--- src/rtl/fcd_pkg.sv ---
package fcd_pkg;

  typedef enum logic [2:0] {
    ST_IDLE,
    ST_KEY1,
    ST_KEY2,
    ST_PROG,
    ST_ERA3,
    ST_ERA4,
    ST_ERA5
  } seq_state_e;

  localparam int unsigned CMD_AW = 15;
  localparam logic [CMD_AW-1:0] ADDR_KEY_A = 15'h5555;
  localparam logic [CMD_AW-1:0] ADDR_KEY_B = 15'h2AAA;

  localparam logic [7:0] D_KEY_A    = 8'hAA;
  localparam logic [7:0] D_KEY_B    = 8'h55;
  localparam logic [7:0] D_PROG     = 8'hA0;
  localparam logic [7:0] D_ERA_SET  = 8'h80;
  localparam logic [7:0] D_ERA_GO   = 8'h10;
  localparam logic [7:0] D_LOCK_GO  = 8'h40;
  localparam logic [7:0] D_ID_ON    = 8'h90;
  localparam logic [7:0] D_ID_OFF   = 8'hF0;

endpackage

--- src/rtl/fcd_seq_fsm.sv ---
module fcd_seq_fsm
  import fcd_pkg::*;
#(
  parameter int unsigned ADDR_W = 19,
  parameter int unsigned DATA_W = 8
) (
  input  logic              clk_i,
  input  logic              rst_ni,
  input  logic              fire_i,
  input  logic [ADDR_W-1:0] addr_i,
  input  logic [DATA_W-1:0] data_i,
  output logic              ev_prog_o,
  output logic              ev_erase_o,
  output logic              ev_lock_o,
  output logic              ev_id_on_o,
  output logic              ev_id_off_o
);

  seq_state_e st_q, st_d;
  logic at_a, at_b;
  logic [7:0] d8;

  assign at_a = (addr_i[CMD_AW-1:0] == ADDR_KEY_A);
  assign at_b = (addr_i[CMD_AW-1:0] == ADDR_KEY_B);
  assign d8   = data_i[7:0];

  always_comb begin
    st_d        = st_q;
    ev_prog_o   = 1'b0;
    ev_erase_o  = 1'b0;
    ev_lock_o   = 1'b0;
    ev_id_on_o  = 1'b0;
    ev_id_off_o = 1'b0;
    if (fire_i) begin
      st_d = ST_IDLE;
      case (st_q)
        ST_IDLE: if (at_a && d8 == D_KEY_A) st_d = ST_KEY1;
        ST_KEY1: if (at_b && d8 == D_KEY_B) st_d = ST_KEY2;
        ST_KEY2: begin
          if (at_a) begin
            case (d8)
              D_PROG:    st_d = ST_PROG;
              D_ERA_SET: st_d = ST_ERA3;
              D_ID_ON:   ev_id_on_o = 1'b1;
              default:   st_d = ST_IDLE;
            endcase
          end
        end
        ST_PROG: ev_prog_o = 1'b1;
        ST_ERA3: if (at_a && d8 == D_KEY_A) st_d = ST_ERA4;
        ST_ERA4: if (at_b && d8 == D_KEY_B) st_d = ST_ERA5;
        ST_ERA5: begin
          if (at_a && d8 == D_ERA_GO)  ev_erase_o = 1'b1;
          if (at_a && d8 == D_LOCK_GO) ev_lock_o  = 1'b1;
        end
        default: st_d = ST_IDLE;
      endcase
      // a lone exit byte works from every state but the program target
      if (st_q != ST_PROG && d8 == D_ID_OFF) ev_id_off_o = 1'b1;
    end
  end

  always_ff @(posedge clk_i or negedge rst_ni) begin
    if (!rst_ni) st_q <= ST_IDLE;
    else         st_q <= st_d;
  end

endmodule

--- src/rtl/fcd_boot_guard.sv ---
module fcd_boot_guard #(
  parameter int unsigned ADDR_W    = 19,
  parameter int unsigned BOOT_LOG2 = 14,
  parameter bit          TOP_BOOT  = 1'b0
) (
  input  logic              clk_i,
  input  logic              rst_ni,
  input  logic              lock_set_i,
  input  logic [ADDR_W-1:0] chk_addr_i,
  output logic              locked_o,
  output logic              in_boot_o
);

  localparam int unsigned TAG_W = ADDR_W - BOOT_LOG2;

  logic [TAG_W-1:0] tag;
  logic lock_q;

  assign tag = chk_addr_i[ADDR_W-1:BOOT_LOG2];

  generate
    if (TOP_BOOT) begin : g_top
      assign in_boot_o = &tag;
    end else begin : g_bottom
      assign in_boot_o = ~|tag;
    end
  endgenerate

  always_ff @(posedge clk_i or negedge rst_ni) begin
    if (!rst_ni)         lock_q <= 1'b0;
    else if (lock_set_i) lock_q <= 1'b1;
  end

  assign locked_o = lock_q;

endmodule

--- src/rtl/fcd_read_mux.sv ---
module fcd_read_mux #(
  parameter int unsigned ADDR_W   = 19,
  parameter int unsigned DATA_W   = 8,
  parameter logic [7:0]  MFR_CODE = 8'hA5,
  parameter logic [7:0]  DEV_CODE = 8'h3C
) (
  input  logic              id_mode_i,
  input  logic              locked_i,
  input  logic [ADDR_W-1:0] rd_addr_i,
  input  logic [DATA_W-1:0] arr_data_i,
  output logic [DATA_W-1:0] rd_data_o
);

  logic [DATA_W-1:0] id_byte;

  always_comb begin
    id_byte = '0;
    if (rd_addr_i == ADDR_W'(0))      id_byte = DATA_W'(MFR_CODE);
    else if (rd_addr_i == ADDR_W'(1)) id_byte = DATA_W'(DEV_CODE);
    else if (rd_addr_i == ADDR_W'(2)) id_byte = DATA_W'(locked_i);
  end

  assign rd_data_o = id_mode_i ? id_byte : arr_data_i;

endmodule

--- src/rtl/flash_cmd_decoder.sv ---
module flash_cmd_decoder #(
  parameter int unsigned ADDR_W    = 19,
  parameter int unsigned DATA_W    = 8,
  parameter int unsigned BOOT_LOG2 = 14,
  parameter bit          TOP_BOOT  = 1'b0,
  parameter logic [7:0]  MFR_CODE  = 8'hA5,
  parameter logic [7:0]  DEV_CODE  = 8'h3C,
  parameter int unsigned RST_SYNC  = 2
) (
  input  logic              clk_i,
  input  logic              rst_ni,
  input  logic              wr_en_i,
  input  logic [ADDR_W-1:0] wr_addr_i,
  input  logic [DATA_W-1:0] wr_data_i,
  input  logic              busy_i,
  input  logic [ADDR_W-1:0] rd_addr_i,
  input  logic [DATA_W-1:0] arr_data_i,
  output logic [DATA_W-1:0] rd_data_o,
  output logic              op_valid_o,
  output logic              op_kind_o,
  output logic [ADDR_W-1:0] op_addr_o,
  output logic [DATA_W-1:0] op_data_o,
  output logic              op_keep_boot_o,
  output logic              id_mode_o,
  output logic              boot_locked_o
);

  // reset: asserted at once, released after RST_SYNC clock edges
  logic [RST_SYNC-1:0] rst_sync_q;
  logic rst_n_int;

  always_ff @(posedge clk_i or negedge rst_ni) begin
    if (!rst_ni) rst_sync_q <= '0;
    else         rst_sync_q <= {rst_sync_q[RST_SYNC-2:0], 1'b1};
  end
  assign rst_n_int = rst_sync_q[RST_SYNC-1];

  logic fire;
  logic ev_prog, ev_erase, ev_lock, ev_id_on, ev_id_off;
  logic locked, tgt_in_boot, prog_ok, op_fire;

  assign fire = wr_en_i & ~busy_i;

  fcd_seq_fsm #(.ADDR_W(ADDR_W), .DATA_W(DATA_W)) u_fsm (
    .clk_i      (clk_i),
    .rst_ni     (rst_n_int),
    .fire_i     (fire),
    .addr_i     (wr_addr_i),
    .data_i     (wr_data_i),
    .ev_prog_o  (ev_prog),
    .ev_erase_o (ev_erase),
    .ev_lock_o  (ev_lock),
    .ev_id_on_o (ev_id_on),
    .ev_id_off_o(ev_id_off)
  );

  fcd_boot_guard #(.ADDR_W(ADDR_W), .BOOT_LOG2(BOOT_LOG2), .TOP_BOOT(TOP_BOOT)) u_guard (
    .clk_i     (clk_i),
    .rst_ni    (rst_n_int),
    .lock_set_i(ev_lock),
    .chk_addr_i(wr_addr_i),
    .locked_o  (locked),
    .in_boot_o (tgt_in_boot)
  );

  assign prog_ok = ev_prog & ~(locked & tgt_in_boot);
  assign op_fire = prog_ok | ev_erase;

  logic              valid_q, kind_q, keep_q, id_q;
  logic [ADDR_W-1:0] addr_q;
  logic [DATA_W-1:0] data_q;

  always_ff @(posedge clk_i or negedge rst_n_int) begin
    if (!rst_n_int) begin
      valid_q <= 1'b0;
      id_q    <= 1'b0;
    end else begin
      valid_q <= op_fire;
      if (ev_id_on)       id_q <= 1'b1;
      else if (ev_id_off) id_q <= 1'b0;
    end
  end

  always_ff @(posedge clk_i or negedge rst_n_int) begin
    if (!rst_n_int) begin
      kind_q <= 1'b0;
      keep_q <= 1'b0;
      addr_q <= '0;
      data_q <= '0;
    end else if (op_fire) begin
      kind_q <= ev_erase;
      keep_q <= ev_erase & locked;
      addr_q <= ev_erase ? '0 : wr_addr_i;
      data_q <= ev_erase ? '1 : wr_data_i;
    end
  end

  fcd_read_mux #(
    .ADDR_W(ADDR_W), .DATA_W(DATA_W), .MFR_CODE(MFR_CODE), .DEV_CODE(DEV_CODE)
  ) u_rmux (
    .id_mode_i (id_q),
    .locked_i  (locked),
    .rd_addr_i (rd_addr_i),
    .arr_data_i(arr_data_i),
    .rd_data_o (rd_data_o)
  );

  assign op_valid_o     = valid_q;
  assign op_kind_o      = kind_q;
  assign op_addr_o      = addr_q;
  assign op_data_o      = data_q;
  assign op_keep_boot_o = keep_q;
  assign id_mode_o      = id_q;
  assign boot_locked_o  = locked;

endmodule

--- config.mk ---
export PLATFORM = sky130hd
export DESIGN_NAME = flash_cmd_decoder
export DESIGN_NICKNAME = d
export VERILOG_FILES = /design/src/rtl/fcd_pkg.sv /design/src/rtl/fcd_seq_fsm.sv /design/src/rtl/fcd_boot_guard.sv /design/src/rtl/fcd_read_mux.sv /design/src/rtl/flash_cmd_decoder.sv
export SDC_FILE = /design/constraint.sdc
export NUM_CORES = 1
export LEC_CHECK = 0
export ABC_AREA = 1
export BUFFER_PORTS_ARGS = -buffer_cell sky130_fd_sc_hd__buf_4
export CORE_AREA = 2 2 83 85
export CTS_BUF_LIST = sky130_fd_sc_hd__clkbuf_4 sky130_fd_sc_hd__clkbuf_8
export DETAILED_ROUTE_END_ITERATION = 7
export DIE_AREA = 0 0 85 87
export PLACE_DENSITY = 0.59
export REMOVE_ABC_BUFFERS = 1
export SLEW_MARGIN = 20
export SYNTH_ARGS = -nofsm -noshare
export SYNTH_HDL_FRONTEND = slang
export SYNTH_SLANG_ARGS = --single-unit
--- constraint.sdc ---
create_clock -name clk_i -period 3.7 [get_ports clk_i]
set_clock_uncertainty 0.15 [all_clocks]
set_input_delay 0.37 -clock clk_i [delete_from_list [all_inputs] [get_ports clk_i]]
set_output_delay 0.37 -clock clk_i [all_outputs]
set_load 0.01 [all_outputs]
==> summary.md, run 1 <==
| Metric | Value |
|---|---|
| Status | finished clean |
| Cell taking the most area after synthesis | dfrtp_1 |
| F_max | 484 MHz |
| Wire length per cell | 12.4 um |
| Terminus of the critical flop-to-flop path | op_data_o[5] |
| I/O Pins | 98 |
| Register area share after synthesis | 42.0% |
| CP Launch Type | flip-flop |
| Number of placement rows | 30 |
| Arrival time at the worst endpoint | 2080 ps |
| Number of buffers added by the clock tree synthesis step | 5 |
| Antenna-violating nets left | 0 |
| Met1 track utilization from global routing | 20.8% |
| GRT busiest layer | met2 |
| Combined flip-flop and latch cell area | 926 um^2 |
| Chain of cells forming the critical path | nand3_1 -> nor2_1 -> nand2_1 -> buf_4 -> inv_1 -> nor2_1 -> o21ai_2 |
| Max-cap violation count | 0 |
| Distinct cell type count after synthesis | 24 |
| Commonest cells after routing, fill and taps aside | nand2_1, buf_4, dfrtp_1 |
| Final Hold Fails | 0 |
| Synthesized area | 2200 um^2 |
| Mean area per synthesized cell | 7.08 um^2 |
| Flop and latch count out of synthesis | 37 |
| Setup TNS after final layout | 0 ps |
| Total number of clock tree sinks | 37 |
| Pin slew with the least headroom to its limit | 687 ps |
| Number of buffers inserted by port buffering | 97 |
| Initial Util | 33.5% |
| Critical-path cell with the highest stage delay | dfrtp_1 |
| Buffer cell driving the clock tree root | clkbuf_8 |
| HPWL reported at the end of detailed placement | 4700 um |
| Antenna violations before repair | 0 |
| Cell depth of the worst flop-to-flop path | 7 |
| Pins over their slew limit | 0 |
| H-tree Lvls | 2 |
| Count of instances resized after the clock tree is built | 0 |
| Number of instances in the synthesized netlist | 311 |
| Number of global-route vias before repair | 2167 |
| DRT Pass-1 Iters | 4 |
| Total of endpoints with negative setup slack in the final report | 0 |
| Met3 usage | 4.45% |
| Overall die height | 87 um |
| Initial detailed-routing violation count | 104 |
| Top cells by area, synth | dfrtp_1, nand2_1, nand3_1 |
| PD cells | 281 nW/um^2 |
| Cell Count, Final, Fillers Out | 489 |
| Number of vias per cell | 4.67 |
| Overall Global Routing Usage | 16.3% |
| Met2 track utilization from global routing | 27.3% |
| Area share of the leading cell type in the synthesized netlist | 42.0% |
| Slew margin rel. | 54.1% |
| P&R area growth vs syn | 39.5% |
| Total power consumption of the routed design | 0.863 mW |
| GP Congestion | 0.822 |
| Peak supply drop | 0.137 mV |
| Path category of the worst min-delay check | reg -> async |
| Critical R2R Launch | u_fsm.st_q[1] |
| Leakage power | 1.72 nW |
| Combined area of the multi-input logic cells | 1050 um^2 |
| Most common cell after layout, fill and taps aside | nand2_1 |
| Share of post-route cells with drive strength above 1 | 32.5% |
| Longest individual stage delay on the worst path | 470 ps |
| Antenna Diode Count | 0 |
| CORE AREA | 6570 um^2 |
| Fraction of the core area covered by cells at the end of the flow | 46.8% |
| Global route total overflow | 0 |
| TritonCTS clock tree | done |
| Clk_lat worst skew | 300 ps |
| Global-route wire length before repair | 9800 um |
| Number of filler instances in the final layout | 676 |
| Drt total wl | 6060 um |
| Min Tclk post-route | 2070 ps |
| Setup slack after placement | 1500 ps |
| Worst Path Max Fanout | 38 |
| Clock tree buffer depth | 2 |
| Full die area | 7400 um^2 |
| Cell repeated most along the worst path | nor2_1 |
| Capturing element type of the critical path | flip-flop |
| Data required time of the critical path | 3720 ps |
| Pin count of the biggest net entering global routing | 39 |
| Residual DRC count | 0 |
| Worst setup margin | 1630 ps |
| Die Span X | 85 um |
| Total number of nets in the final design | 466 |
| Category of the most critical setup path | reg -> reg |
| Via count | 2284 |
| RSZ-0062 raised after global routing | false |
| R2r setup slk | 1630 ps |
| Final period utilization | 55.9% |
| Number of cells after detailed placement | 480 |
| Syn. warnings | 0 |
| Clock transition time at the flip-flop clock pins of the worst setup and hold paths | 80 ps |
[worst max-delay path by stage]
stage                       start        endpoint  cells past startpoint
finish              u_fsm.st_q[1]    op_data_o[5]                      7
global route        u_fsm.st_q[0]  op_keep_boot_o                      7
CTS                 u_fsm.st_q[1]    op_data_o[5]                      7
detailed placement  wr_addr_i[15]    op_data_o[5]                      8
global placement    wr_addr_i[15]    op_data_o[5]                      8
floorplan                 wr_en_i    op_data_o[5]                      8
[final cells by class]
type	instances	share of cell area [%]
Timing Repair Buffer	100	24.5
Tap cell	80	3.26
Clock buffer	5	2.24
Clock inverter	3	0.692
Sequential cell	37	30.1
Multi-Input combinational cell	224	34.3
Inverter	40	4.89
[worst max-delay path: cells and delay by family, from the launching register on]
family	cells	cell delay (ps)
flops	1	470
compound gates	1	60
buf+inv	2	750
simple gates	4	490
[routing by layer]
metal  part of all wire (%)  vias to the layer above
li1                       -                     1186
met1                     44                     1017
met2                     47                       76
met3                    7.7                        5
met4                   0.64                        0
met5                      0                        -
[cell usage after synthesis (all sizes together)]
library cell / count
nand3: 37
nor3: 17
buf: 10
a21oi: 3
dfrtp: 37
nand4: 13
inv: 40
nor2: 35
conb: 1
nor4: 1
nand2: 103
o211ai: 7
or2: 3
o21ai: 3
nor2b: 1
[what timing repair did]
item / 4_1_cts / 5_1_grt
hold buffers: 1 / 0
setup buffers: 0 / 0
setup endpoints to repair: 0 / 0
endpoints found under the hold margin: 2 / 0
[stage by stage]
step / hold WS, ps / area, um^2
3_5_place_dp: 3.53 / 2970
3_3_place_gp: 2.83 / 2970
2_1_floorplan: -75.6 / 2130
6_report: 129 / 3070
4_1_cts: 123 / 3070
5_1_grt: 135 / 3070
[sequential cells by signal (all words and copies together) (netlist names)]
signal / cells
op_kind_o: 1
u_guard.locked_o: 1
rst_sync_q: 2
op_data_o: 8
id_mode_o: 1
op_valid_o: 1
op_addr_o: 19
u_fsm.st_q: 3
op_keep_boot_o: 1
[cell families (layout without fill, tap and decap cells)]
kind of cell	after synthesis	after routing	synth area share, %
AND/OR/NAND/NOR	210	210	42.1
flip-flops	37	37	42.0
AO/OA/AOI/OAI	13	13	5.51
other	1	1	0.170
buffers and inverters	50	148	10.2
[power by group]
group / internal (mW) / switching (mW) / leakage, nW
Clock: 0.134 / 0.157 / 0.0445
Sequential: 0.417 / 0.00765 / 0.488
Combinational: 0.0761 / 0.0721 / 1.19
No activity file was read; power rests on OpenSTA's default activity.
==> inputs of run 2 (changes only) <==
- ABC_AREA: 1 -> 0
- CORE_AREA: 2 2 83 85 -> 2 2 77 79
- DIE_AREA: 0 0 85 87 -> 0 0 79 81
- PLACE_DENSITY: 0.59 -> 0.61
- clock period: 3.7 -> 2.15 ns (I/O delays scaled with it)
==> summary.md, run 2 <==
| Metric | Value |
|---|---|
| Status | finished clean |
| Register area share after synthesis | 48.5% |
| F_max | 475 MHz |
| Synthesized area | 1910 um^2 |
| Worst hold slack after final layout | 33.9 ps |
| Number of buffers added by the clock tree synthesis step | 5 |
| Number of enable-type register cells in the synthesized netlist | 0 |
| Peak supply drop | 0.384 mV |
| Number of vias per cell | 4.92 |
| Mean area per synthesized cell | 10.4 um^2 |
| Residual DRC count | 0 |
| Predominant post-synthesis flop cell | dfrtp_1 |
| Syn. warnings | 0 |
| Path category of the worst min-delay check | in -> reg |
| Initial detailed-routing violation count | 114 |
| P&R area growth vs syn | 57.3% |
| Flip-flop count of the largest register after layout | 19 |
| Commonest cells after routing, fill and taps aside | buf_4, dfrtp_1, mux2i_1 |
| Number of buffers inserted by port buffering | 97 |
| Overall die height | 81 um |
| Via count | 1859 |
| Cell taking the most area after synthesis | dfrtp_1 |
| Category of the most critical setup path | in -> out |
| TritonCTS clock tree | done |
| Leakage power | 1.48 nW |
| Post-route cell area | 3010 um^2 |
| Depth of the worst hold-timing path | 3 |
| Number of filler instances in the final layout | 544 |
| Total number of clock tree sinks | 37 |
| Async set-reset flop share out of synthesis | 100% |
| Buffer cell driving the clock tree root | clkbuf_8 |
| Synth cell count leaders | dfrtp_1, mux2i_1, nor2_1 |
| Final Hold Fails | 0 |
| Distinct cell type count after synthesis | 38 |
| Drt total wl | 5580 um |
| Total number of nets in the final design | 360 |
| Full die area | 6400 um^2 |
| Initial Util | 33.7% |
| Final period utilization | 97.9% |
| Area share of the leading cell type in the synthesized netlist | 48.5% |
| Antenna violations before repair | 0 |
| Max-cap violation count | 0 |
| Pins over their slew limit | 0 |
| Arrival time at the worst endpoint | 1740 ps |
| Global route total overflow | 0 |
| Cell with the most instances after synthesis | dfrtp_1 |
| Total of endpoints with negative setup slack in the final report | 0 |
| Most common cell after layout, fill and taps aside | buf_4 |
| DRT Pass-1 Iters | 4 |
| Data required time of the critical path | 1780 ps |
| I/O Pins | 98 |
| Overall Global Routing Usage | 18.0% |
| R2r setup slk | 110 ps |
| Pin count of the biggest net entering global routing | 36 |
| Flop and latch count out of synthesis | 37 |
| Placed Area | 2880 um^2 |
| Capturing element type of the critical path | output port |
| H-tree Lvls | 2 |
| Critical R2R Launch | u_fsm.st_q[0] |
| CORE AREA | 5680 um^2 |
| Hold path startpoint | wr_addr_i[15] |
| Min Tclk post-route | 2100 ps |
| Share of post-route cells with drive strength above 1 | 44.6% |
| Terminus of the critical flop-to-flop path | op_keep_boot_o |
| Clk_lat worst skew | 290 ps |
| Global-route wire length before repair | 8930 um |
| GP Congestion | 0.835 |
| Worst Path Max Fanout | 5 |
| Clock transition time at the flip-flop clock pins of the worst setup and hold paths | 70 ps |
| Number of global-route vias before repair | 1888 |
| CP Launch Type | primary input |
| HPWL reported at the end of detailed placement | 4360 um |
| Antenna Diode Count | 0 |
| Setup TNS after final layout | 0 ps |
| Wire length per cell | 14.8 um |
| Number of placement rows | 28 |
| Clock tree buffer depth | 2 |
| PD cells | 501 nW/um^2 |
| Top cells by area, synth | dfrtp_1, mux2i_1, nor2_1 |
| Number of instances in the synthesized netlist | 183 |
| Destination of the worst hold path | op_addr_o[15] |
| Antenna-violating nets left | 0 |
| Cell depth of the worst flop-to-flop path | 4 |
| Die Span X | 79 um |
==> run 2: what timing repair did <==
action | CTS | global route
hold endpoints to repair | 2 | 0
buffers inserted | 0 | 0
resized for setup | 1 | 1
hold buffers | 1 | 0
endpoints found under the setup margin | 4 | 4
pin swaps | 0 | 0
==> run 2: metal layers <==
metal | routed length, um | up-vias | global-route usage, %
li1 | - | 899 | -
met4 | 56 | 0 | 5.34
met3 | 497 | 7 | 5.44
met5 | 0 | - | 0
met1 | 2220 | 876 | 21.1
met2 | 2800 | 77 | 31.8
==> run 2: worst max-delay path by stage <==
| stage | start | to | slack [ps] | cells after the start |
|---|---|---|---|---|
| 2_1_floorplan | u_fsm.st_q[2] | op_addr_o[0] | -2280 | 4 |
| 3_3_place_gp | wr_data_i[1] | op_keep_boot_o | -50 | 5 |
| 3_5_place_dp | wr_data_i[1] | op_keep_boot_o | -60 | 5 |
| 4_1_cts | id_mode_o | rd_data_o[7] | 20 | 5 |
| 5_1_grt | id_mode_o | rd_data_o[7] | -20 | 5 |
| 6_report | rd_addr_i[17] | rd_data_o[4] | 50 | 5 |
==> run 2: worst max-delay path, cell delays in order <==
cell,delay (ps)
buf_4,100
or4_1,540
or4_4,570
o22ai_1,160
buf_4,150
==> run 2: kinds of logic (layout without fill, tap and decap cells) <==
group                  after synthesis  after routing  synth area share, %
and+or+nand+nor                     82             82                 26.6
DFF                                 37             37                 48.5
muxes                               28             28                 14.9
AOI/OAI and AO/OA                   19             19                 6.35
buffers and inverters               16            136                 3.47
other                                1              1                0.196
==> run 2: report_power, final <==
| group | internal [mW] | switching [mW] | total [mW] |
|---|---|---|---|
| clock | 0.290 | 0.248 | 0.538 |
| sequential | 0.718 | 0.0116 | 0.729 |
| combinational | 0.138 | 0.101 | 0.240 |
==> run 2: through the flow <==
step	power, mW	worst slack (ps)	instances	util (%)
after floorplan	0.811	-2280	177	-
after global placement	0.980	-48.1	369	50.8
after detailed placement	0.983	-61.2	369	50.8
after CTS	1.53	24.7	378	52.8
after global routing	1.59	-24.9	378	53.0
final	1.51	45.4	378	53.0
==> run 2: area by class of cell <==
type | instances | area (um^2) | area share (%)
sequential | 37 | 926 | 30.8
clock buffer | 7 | 96.3 | 3.21
multi-input combinational | 130 | 946 | 31.5
inverter | 10 | 37.5 | 1.25
timing repair buffer | 118 | 901 | 30.0
tap | 75 | 93.8 | 3.12
clock inverter | 1 | 5.00 | 0.167
==> inputs of run 3 (changes only) <==
- CORE_AREA: 2 2 77 79 -> 2 2 88 90
- DIE_AREA: 0 0 79 81 -> 0 0 90 92
- PLACE_DENSITY: 0.61 -> 0.49
==> summary.md, run 3 (synthesis results as in run 2) <==
| Metric | Value |
|---|---|
| Status | finished clean |
| Number of placement rows | 32 |
| Pin slew with the least headroom to its limit | 688 ps |
| Leakage power | 1.49 nW |
| Clock transition time at the flip-flop clock pins of the worst setup and hold paths | 70 ps |
| Pins over their slew limit | 0 |
| Min Tclk post-route | 2080 ps |
| Worst Path Max Fanout | 5 |
| Gate power share | 16.2% |
| Cell repeated most along the worst path | buf_4 |
| GP Congestion | 0.774 |
| Category of cells accounting for the largest share of critical-path delay | simple AND/OR/NAND/NOR gates |
| Die Span X | 90 um |
| Path length in cells of the critical path | 5 |
| Most common cell after layout, fill and taps aside | buf_4 |
| Capturing element type of the critical path | output port |
| Pin count of the biggest net entering global routing | 36 |
| Wire length per cell | 14.7 um |
| Drt total wl | 5970 um |
| Initial Util | 25.7% |
| Longest individual stage delay on the worst path | 580 ps |
| H-tree Lvls | 2 |
| Category of the most critical setup path | in -> out |
| Full die area | 8280 um^2 |
| Clk_lat worst skew | 290 ps |
| Antenna-violating nets left | 0 |
| Buffer cell driving the clock tree root | clkbuf_8 |
| I/O Pins | 98 |
| Number of buffers and inverters on the critical path | 2 |
| Antenna Diode Count | 0 |
| P&R area growth vs syn | 62.2% |
| Max-cap violation count | 0 |
| Number of buffers added by the clock tree synthesis step | 5 |
| Depth of the worst hold-timing path | 3 |
| Overall die height | 92 um |
| Peak supply drop | 0.280 mV |
| F_max | 480 MHz |
| Chain of cells forming the critical path | buf_4 -> or4_1 -> or4_4 -> o22ai_2 -> buf_4 |
| NetSw | 0.369 mW |
| Worst setup margin | 65.3 ps |
| Initial detailed-routing violation count | 91 |
| Part of the power in the clock network | 35.7% |
| Fraction of power consumed by sequential logic | 48.0% |
| CP Launch Type | primary input |
| Residual DRC count | 0 |
| Global-route wire length before repair | 9770 um |
| Cell depth of the worst flop-to-flop path | 4 |
| Arrival time at the worst endpoint | 1720 ps |
| Switching power share of the total | 24.3% |
| RSZ-0062 raised after global routing | true |
| Critical-path cell with the highest stage delay | or4_4 |
| Worst hold slack after final layout | 30.0 ps |
| Buffers inserted by post-CTS timing repair | 0 |
| Total of endpoints with negative setup slack in the final report | 0 |
| Via count | 1881 |
| Share of post-route cells with drive strength above 1 | 45.7% |
| Antenna violations before repair | 0 |
| Number of global-route vias before repair | 1933 |
| Data required time of the critical path | 1780 ps |
| Slew margin rel. | 53.7% |
| DRT Pass-1 Iters | 4 |
| Internal power | 1.15 mW |
| Final period utilization | 97.0% |
| Total number of clock tree sinks | 37 |
| Final Hold Fails | 0 |
| Path category of the worst min-delay check | in -> reg |
| PD cells | 490 nW/um^2 |
| Global route total overflow | 0 |
| HPWL reported at the end of detailed placement | 4580 um |
| Number of vias per cell | 4.63 |
| Flip-flop count of the largest register after layout | 19 |
| Commonest cells after routing, fill and taps aside | buf_4, dfrtp_1, mux2i_1 |
| Overall Global Routing Usage | 14.7% |
| CORE AREA | 7450 um^2 |
| Clock tree buffer depth | 2 |
| Setup slack after placement | -62.8 ps |
| Number of buffers inserted by port buffering | 97 |
| Total number of nets in the final design | 361 |
| TritonCTS clock tree | done |
==> run 3: cell count changes in the layout (fill, tap and decap cells not counted) <==
cell     change
buf_12       +2
buf_4        -1
nor4b_2      -1
nor4b_4      +1
o22ai_1      -3
o22ai_2      +3
==> run 3: final timing paths <==
path | from | endpoint | slack [ps]
setup / recovery | rd_addr_i[17] | rd_data_o[7] | 70
hold / removal | wr_addr_i[15] | op_addr_o[15] | 30
setup reg to reg | u_fsm.st_q[0] | op_keep_boot_o | 120
hold reg to reg | rst_sync_q[1] | u_fsm.st_q[1] | 140
max in group asynchronous | rst_sync_q[1] | id_mode_o | 1390
min in group asynchronous | rst_ni | rst_sync_q[0] | 90
==> run 3: final cells by class <==
type | count | area [um^2]
inverter | 10 | 37.5
clock buffer | 7 | 96.3
sequential | 37 | 926
clock inverter | 1 | 5.00
timing repair buffer | 119 | 933
tap | 102 | 128
fill | 775 | 4350
multi-input combinational | 130 | 973
==> run 3: per-stage QoR <==
step           utilization, %  total power [mW]  setup TNS (ps)  instances  instance area (um^2)
2_1_floorplan               -             0.811          -67760        177                  1880
3_3_place_gp             39.6             0.986           -48.9        397                  2950
3_5_place_dp             39.6             0.988           -62.8        397                  2950
4_1_cts                  41.2              1.54               0        406                  3070
5_1_grt                  41.6              1.60           -41.8        406                  3100
6_report                 41.6              1.52               0        406                  3100
==> run 3: routing by layer <==
metal  track usage (%)  share of wire (%)  vias to the layer above  routed length [um]
li1                  -                  -                      898                   -
met1              18.7                 44                      889                2620
met2              24.0                 47                       84                2800
met3              4.52                7.6                       10                 452
met4              4.62                1.7                        0                  99
met5                 0                  0                        -                   0
==> run 3: power by group through the flow <==
stage | Clock [mW] | Sequential [mW] | Combinational [mW]
after global placement | 0 | 0.743 | 0.243
after detailed placement | 0 | 0.743 | 0.245
final | 0.542 | 0.730 | 0.246
after global routing | 0.599 | 0.732 | 0.270
after floorplan | 0 | 0.761 | 0.0502
after CTS | 0.564 | 0.730 | 0.248
==> run 3: what timing repair did <==
action,CTS,global route
endpoints found under the hold margin,2,0
endpoints found under the setup margin,4,5
hold buffers,1,0
gates cloned,0,0
resized for setup,1,5
==> run 3: worst reg2reg max path: cells and delay by family (launching register included) <==
kind / cells / cell delay, ps
simple gates: 3 / 1080
mux: 1 / 300
flops: 1 / 380
